===== config.mk =====
export PLATFORM = sky130hd
export DESIGN_NAME = adc_frame_seq
export DESIGN_NICKNAME = d
export VERILOG_FILES = /design/src/rtl/adcseq_pkg.sv /design/src/rtl/adcseq_decode.sv /design/src/rtl/adcseq_pacer.sv /design/src/rtl/adcseq_result.sv /design/src/rtl/adc_frame_seq.sv
export SDC_FILE = /design/constraint.sdc
export NUM_CORES = 1
export LEC_CHECK = 0
export ABC_AREA = 1
export BUFFER_PORTS_ARGS = -buffer_cell sky130_fd_sc_hd__buf_2
export CAP_MARGIN = 0
export CORE_AREA = 2 2 60 62
export CTS_CLUSTER_DIAMETER = 40
export DETAILED_ROUTE_END_ITERATION = 7
export DIE_AREA = 0 0 62 64
export HOLD_SLACK_MARGIN = 0.02
export PLACE_DENSITY = 0.8
export SYNTH_ARGS = -nofsm -noshare
export SYNTH_HDL_FRONTEND = slang
export SYNTH_SLANG_ARGS = --single-unit

===== constraint.sdc =====
create_clock -name clk -period 3.7 [get_ports clk]
set_input_delay 0.555 -clock clk [delete_from_list [all_inputs] [get_ports clk]]
set_output_delay 0.555 -clock clk [all_outputs]
set_load 0.05 [all_outputs]

===== src/rtl/adcseq_pkg.sv =====
package adcseq_pkg;

  localparam int ADDR_W = 3;
  localparam int SEL_W  = 3;

  typedef enum logic [2:0] {
    ST_IDLE  = 3'd0,
    ST_CONV  = 3'd1,
    ST_SEND  = 3'd2,
    ST_CONV2 = 3'd3,
    ST_SEND2 = 3'd4
  } seq_state_t;

  localparam logic [SEL_W-1:0] SEL_T0  = 3'd0;
  localparam logic [SEL_W-1:0] SEL_T1  = 3'd1;
  localparam logic [SEL_W-1:0] SEL_EA  = 3'd2;
  localparam logic [SEL_W-1:0] SEL_EAN = 3'd3;
  localparam logic [SEL_W-1:0] SEL_EB  = 3'd4;
  localparam logic [SEL_W-1:0] SEL_EBN = 3'd5;
  localparam logic [SEL_W-1:0] SEL_DA  = 3'd6;
  localparam logic [SEL_W-1:0] SEL_DB  = 3'd7;

  // Top address bit marks a sample-and-hold pair.
  function automatic logic is_pair(logic [ADDR_W-1:0] a);
    return a[ADDR_W-1];
  endfunction

  // Mux code used by the first (or only) conversion.
  function automatic logic [SEL_W-1:0] first_sel(logic [ADDR_W-1:0] a,
                                                 logic ea, logic eb);
    case (a)
      3'b000:  return SEL_T0;
      3'b001:  return SEL_T1;
      3'b010:  return ea ? SEL_EA : SEL_EAN;
      3'b011:  return eb ? SEL_EB : SEL_EBN;
      3'b100:  return SEL_EA;
      3'b101:  return SEL_EA;
      3'b110:  return SEL_EB;
      default: return SEL_DA;
    endcase
  endfunction

  // Mux code for the second conversion of a pair.
  function automatic logic [SEL_W-1:0] second_sel(logic [ADDR_W-1:0] a);
    case (a)
      3'b100:  return SEL_EAN;
      3'b101:  return SEL_EB;
      3'b110:  return SEL_EBN;
      3'b111:  return SEL_DB;
      default: return SEL_T0;
    endcase
  endfunction

  // Number of frames spanned by one conversion.
  function automatic int pace_frames(logic slow, int fast_n, int slow_n);
    return slow ? slow_n : fast_n;
  endfunction

endpackage


===== src/rtl/adcseq_decode.sv =====
module adcseq_decode
  import adcseq_pkg::*;
(
  input  logic [ADDR_W-1:0] addr,
  input  logic              enc_a_lvl,
  input  logic              enc_b_lvl,
  output logic [SEL_W-1:0]  sel_first,
  output logic [SEL_W-1:0]  sel_second,
  output logic              pair
);

  always_comb begin
    sel_first  = first_sel(addr, enc_a_lvl, enc_b_lvl);
    sel_second = second_sel(addr);
    pair       = is_pair(addr);
  end

endmodule


===== src/rtl/adcseq_pacer.sv =====
module adcseq_pacer
  import adcseq_pkg::*;
#(
  parameter int FAST_FRAMES = 4,
  parameter int SLOW_FRAMES = 8
) (
  input  logic clk,
  input  logic rst_n,
  input  logic load,
  input  logic slow_pace,
  input  logic active,
  input  logic frame_done,
  output logic window_end
);

  localparam int MAX_FRAMES = (SLOW_FRAMES > FAST_FRAMES) ? SLOW_FRAMES : FAST_FRAMES;
  localparam int CNT_W      = $clog2(MAX_FRAMES + 1);

  logic [CNT_W-1:0] cnt_q;
  logic [CNT_W-1:0] limit_q;

  always_ff @(posedge clk) begin
    if (!rst_n) begin
      cnt_q   <= '0;
      limit_q <= CNT_W'(FAST_FRAMES);
    end else if (load) begin
      cnt_q   <= '0;
      limit_q <= CNT_W'(pace_frames(slow_pace, FAST_FRAMES, SLOW_FRAMES));
    end else if (active && frame_done) begin
      cnt_q <= cnt_q + 1'b1;
    end
  end

  assign window_end = active && frame_done && (cnt_q == limit_q - 1'b1);

  // the frame count never runs past the latched window while converting
  assert_pace_bound_R4: assert property (@(posedge clk) disable iff (!rst_n)
    active |-> (cnt_q < limit_q));

endmodule


===== src/rtl/adcseq_result.sv =====
module adcseq_result #(
  parameter int DATA_W = 10
) (
  input  logic              clk,
  input  logic              rst_n,
  input  logic              capture,
  input  logic              retire,
  input  logic              showing,
  input  logic [DATA_W-1:0] conv_data,
  output logic [DATA_W-1:0] out_data
);

  logic [DATA_W-1:0] cur_q;
  logic [DATA_W-1:0] last_q;

  always_ff @(posedge clk) begin
    if (!rst_n) begin
      cur_q  <= '0;
      last_q <= '0;
    end else begin
      if (capture) cur_q  <= conv_data;
      if (retire)  last_q <= cur_q;
    end
  end

  assign out_data = showing ? cur_q : last_q;

  // a finished report frame turns the shown result into the held one
  assert_retire_keeps_R5: assert property (@(posedge clk) disable iff (!rst_n)
    retire |=> (last_q == $past(cur_q)));

  // outside report frames the held result does not change unless retired
  assert_hold_last_R6: assert property (@(posedge clk) disable iff (!rst_n)
    !retire |=> $stable(last_q));

endmodule


===== src/rtl/adc_frame_seq.sv =====
module adc_frame_seq
  import adcseq_pkg::*;
#(
  parameter int DATA_W      = 10,
  parameter int FAST_FRAMES = 4,
  parameter int SLOW_FRAMES = 8
) (
  input  logic              clk,
  input  logic              rst_n,
  input  logic              frame_done,
  input  logic              frm_start,
  input  logic [2:0]        frm_addr,
  input  logic              enc_a_lvl,
  input  logic              enc_b_lvl,
  input  logic              slow_pace,
  input  logic              conv_done,
  input  logic [DATA_W-1:0] conv_data,
  output logic              conv_go,
  output logic [2:0]        mux_sel,
  output logic [2:0]        out_addr,
  output logic [DATA_W-1:0] out_data,
  output logic              done1,
  output logic              done2,
  output logic              busy
);

  seq_state_t state_q, state_d;

  logic [ADDR_W-1:0] addr_q;
  logic [SEL_W-1:0]  sel_q, sec_q;
  logic              pair_q;
  logic              go_q;

  logic [SEL_W-1:0]  dec_first, dec_second;
  logic              dec_pair;

  // named internal events
  logic converting;
  logic final_send;
  logic accept;
  logic launch_pair2;
  logic launch;
  logic window_end;
  logic retire;
  logic showing;

  adcseq_decode u_decode (
    .addr       (frm_addr),
    .enc_a_lvl  (enc_a_lvl),
    .enc_b_lvl  (enc_b_lvl),
    .sel_first  (dec_first),
    .sel_second (dec_second),
    .pair       (dec_pair)
  );

  assign converting   = (state_q == ST_CONV) || (state_q == ST_CONV2);
  assign showing      = (state_q == ST_SEND) || (state_q == ST_SEND2);
  assign final_send   = ((state_q == ST_SEND) && !pair_q) || (state_q == ST_SEND2);
  assign accept       = frame_done && frm_start && ((state_q == ST_IDLE) || final_send);
  assign launch_pair2 = frame_done && (state_q == ST_SEND) && pair_q;
  assign launch       = accept || launch_pair2;
  assign retire       = frame_done && showing;

  adcseq_pacer #(
    .FAST_FRAMES (FAST_FRAMES),
    .SLOW_FRAMES (SLOW_FRAMES)
  ) u_pacer (
    .clk        (clk),
    .rst_n      (rst_n),
    .load       (launch),
    .slow_pace  (slow_pace),
    .active     (converting),
    .frame_done (frame_done),
    .window_end (window_end)
  );

  adcseq_result #(
    .DATA_W (DATA_W)
  ) u_result (
    .clk       (clk),
    .rst_n     (rst_n),
    .capture   (conv_done && converting),
    .retire    (retire),
    .showing   (showing),
    .conv_data (conv_data),
    .out_data  (out_data)
  );

  always_comb begin
    state_d = state_q;
    case (state_q)
      ST_IDLE:  if (accept) state_d = ST_CONV;
      ST_CONV:  if (window_end) state_d = ST_SEND;
      ST_SEND:  if (frame_done) state_d = pair_q ? ST_CONV2 : (frm_start ? ST_CONV : ST_IDLE);
      ST_CONV2: if (window_end) state_d = ST_SEND2;
      ST_SEND2: if (frame_done) state_d = frm_start ? ST_CONV : ST_IDLE;
      default:  state_d = ST_IDLE;
    endcase
  end

  always_ff @(posedge clk) begin
    if (!rst_n) begin
      state_q <= ST_IDLE;
      addr_q  <= '0;
      sel_q   <= '0;
      sec_q   <= '0;
      pair_q  <= 1'b0;
      go_q    <= 1'b0;
    end else begin
      state_q <= state_d;
      go_q    <= launch;
      if (accept) begin
        addr_q <= frm_addr;
        pair_q <= dec_pair;
        sel_q  <= dec_first;
        sec_q  <= dec_second;
      end else if (launch_pair2) begin
        sel_q <= sec_q;
      end
    end
  end

  assign conv_go  = go_q;
  assign mux_sel  = sel_q;
  assign out_addr = addr_q;
  assign done1    = (state_q == ST_SEND);
  assign done2    = (state_q == ST_SEND2);
  assign busy     = converting || ((state_q == ST_SEND) && pair_q);

  // converter start is a single-cycle pulse
  assert_go_single_R2: assert property (@(posedge clk) disable iff (!rst_n)
    conv_go |=> !conv_go);

  // a request seen mid-conversion leaves the address untouched
  assert_addr_hold_R3: assert property (@(posedge clk) disable iff (!rst_n)
    converting |=> $stable(out_addr));

  // the first report frame opens only after the pacer closes its window
  assert_send_after_window_R4: assert property (@(posedge clk) disable iff (!rst_n)
    $rose(done1) |-> $past(window_end));

  // the second report flag only ever belongs to a pair
  assert_second_is_pair_R8: assert property (@(posedge clk) disable iff (!rst_n)
    done2 |-> pair_q);

  // busy is released in the final report frame
  assert_busy_final_R11: assert property (@(posedge clk) disable iff (!rst_n)
    (done2 || (done1 && !pair_q)) |-> !busy);

  // the two report flags never overlap
  assert_flags_excl_R7: assert property (@(posedge clk) disable iff (!rst_n)
    !(done1 && done2));

endmodule


==> flow_summary.ini <==
[sta]
maxSlewHeadroom_pct = 57.90
grt_setup_unrepaired = no
setup_tns_ns = 0
fmax_ghz = 0.4098
skew_ns = 0.005545
min_period_ns = 2.440
worst_slew_pin_slew_ns = 0.6308
slew_viol_final = 0
finalHoldViolations = 0
setup_violations = 0
period_share_pct = 65.94

[min_path]
hold_path_end = u_result.last_q[4]
hold_start = u_result.last_q[4]
holdCritPathClass = reg -> reg
hold_depth = 2

[cells_and_area]
syn2layout_area_growth_pct = 15.91
drive_gt1_share_pct = 25.26
final_util_pct = 64.38
antennaDiodeCount = 0
nNetsFinal = 310

[drt]
vias_per_cell = 4.955
ant_nets = 0
first_pass_iters = 4
drc = 0
wirelength_mm = 3.787
routedWlPerCell_um = 11.30
vias = 1660
first_iter_violations = 103

[synth]
syn_avg_cell_area_um2 = 7.297
synth_cell_types = 27
synthTopCellsByArea = dfxtp_1 (43%), nand2_1 (12%), a21oi_1 (8.0%), nand3_1 (6.6%), inv_1 (5.8%)
synth_top_area_share_pct = 42.80
synth.net_count = 272
synth_cells = 250
synth_edf_count = 0
seq_area_frac_synth_pct = 42.80
synthFlopType = dfxtp_1
ys_top_cells_by_count = nand2_1 (56), dfxtp_1 (39), a21oi_1 (29)
yosys.area.top_type = dfxtp_1
ys.warnings.count = 0
netlist_area_mm2 = 0.001824
synth-async-reset-ratio_pct = 0
synth-seq-cells = 39
yosysMostFrequentCell = nand2_1

[cts]
htreeDepth = 2
cts_made_buffers = 5
clk_latency_ns = 0.35
cts_num_sinks = 39
cts_root_buf = clkbuf_4
cts_tree = yes
clk_pin_slew_worst_paths_ns = 0.11
cts_resized = 0
postCtsSetupBuffers = 0
cts.path.max_buffers = 2
cts-hold-fix-buffers = 0

[outcome]
status = complete, no violations

[setup_path]
r2r-start = state_q[1]
endpoint_kind = primary output
cp_num_buf_inv = 3
cp_top_family = simple AND/OR/NAND/NOR gates
crit_path_max_fanout = 21
path_cells = inv_2 > nor3_4 > inv_2 > nand2_2 > nand2_1 > o21ai_0 > buf_2
cpPeakStageDelay_ns = 0.43
reg2reg_slack_ns = 1.97
r2r_cells = 7
rr_endpoint = u_result.last_q[9]
path_class = reg -> out
critPathMostFrequentCell = inv_2
cp-start-kind = register
cp.required_ns = 3.14
crit_arrival_ns = 1.88
worst_path_max_delay_cell = dfxtp_1

[floorplanning]
core.rowCount = 21
io_pins = 41
die_w_um = 62
dieArea_mm2 = 0.003968
core_mm2 = 0.003284
die_h_um = 64
initial_core_util_pct = 55.54

[place]
finalWeightedCongestion = 0.7985
hpwl_mm = 2.685
io_buffers = 40

[pwr]
p_per_area_mw_per_mm2 = 508.4
leakage_nw = 0.9472
irDropWorstVdd_uv = 306.1

[global_route]
grt_pass1_wl_mm = 6.430
grt_pass1_vias = 1515
grt.overflow.total = 0
grtUsageTotal_pct = 21.69
grt_max_degree = 22
antenna_found_initial = 0

[job]
max_cap_viol_count = 0
[report_power, final]
group / switching (W) / internal [W] / total, W
combinational: 0.000224 / 0.0000755 / 0.000300
sequential: 0.0000218 / 0.000454 / 0.000475
clock: 0.000140 / 0.000160 / 0.000300
total: 0.000386 / 0.000689 / 0.00108
[stage by stage]
step	setup slack (ns)	instances	instance area, um2	hold slack (ns)	total power (W)
after floorplan	1.149	250	1824	0.4246	0.0007268
after global placement	1.710	327	2028	0.4322	0.0007777
after detailed placement	1.660	327	2028	0.4432	0.0007841
after CTS	1.258	335	2115	0.4526	0.001077
after global routing	1.044	335	2115	0.4365	0.001137
final	1.260	335	2115	0.4591	0.001075
[layout by cell type, fill, tap and decap left out]
cell type | synthesis | layout
a21oi_1 | 29 | 29
a21oi_2 | 3 | 3
a31oi_1 | 1 | 1
buf_2 | 1 | 40
bufinv_16 | 0 | 1
clkbuf_4 | 0 | 5
clkbuf_8 | 0 | 1
clkinv_1 | 1 | 1
clkinv_2 | 0 | 1
dfxtp_1 | 39 | 39
ha_1 | 1 | 1
inv_1 | 28 | 28
inv_2 | 6 | 6
nand2_1 | 56 | 56
nand2_2 | 7 | 7
nand2_4 | 2 | 2
nand3_1 | 24 | 24
nand3_2 | 1 | 1
nand3_4 | 1 | 1
nor2_1 | 6 | 6
nor2_2 | 2 | 2
nor2_8 | 1 | 1
nor3_2 | 1 | 1
nor3_4 | 1 | 1
o21ai_0 | 16 | 16
o21ai_1 | 13 | 13
xor2_1 | 2 | 2
[flip-flops by register name (all words and copies together), names as in the netlist]
name	count
u_result.cur_q	10
u_result.last_q	10
u_pacer.cnt_q	4
mux_sel	3
out_addr	3
sec_q	3
state_q	3
u_pacer.limit_q	2
conv_go	1
[final cells by class]
cell class	instances	area, um2
clock buffers	6	51.30
inverters	35	131.4
multi-input cells	167	858.3
well taps	46	57.56
repair buffers	40	200.2
fillers	320	1170
flip-flops and latches	39	780.7
clock inverters	2	35.03
[worst max-delay path by stage]
stage                           from     endpoint  cells past startpoint
after global placement    state_q[0]  out_data[0]                      7
final                     state_q[1]  out_data[5]                      7
after detailed placement  state_q[1]  out_data[5]                      7
after CTS                 state_q[1]  out_data[5]                      7
after global routing      state_q[0]  out_data[2]                      7
after floorplan           state_q[0]  out_data[0]                      7
[logic make-up (layout without fill, tap and decap cells)]
kind of cell	after synthesis	after routing	share of synthesized area [%]
AOI/OAI and AO/OA	62	62	17.70
buffers and inverters	44	83	10.15
xor gates and xnor gates	2	2	0.9604
DFF	39	39	42.80
adders and majority gates	1	1	0.6858
and+or+nand+nor	102	102	27.71
[metal layers]
| layer | share of wire (%) | GRT usage (%) |
|---|---|---|
| met2 | 49 | 34.64 |
| met3 | 4.8 | 7.490 |
| met1 | 45 | 26.23 |
| met5 | 0 | 0 |
| met4 | 1.5 | 7.979 |
[worst min-delay path, cell delays in order (launching register included)]
cell and delay [ns]:
dfxtp_1 0.32, inv_1 0.05, a21oi_1 0.05
No activity file was read; power rests on OpenSTA's default activity.
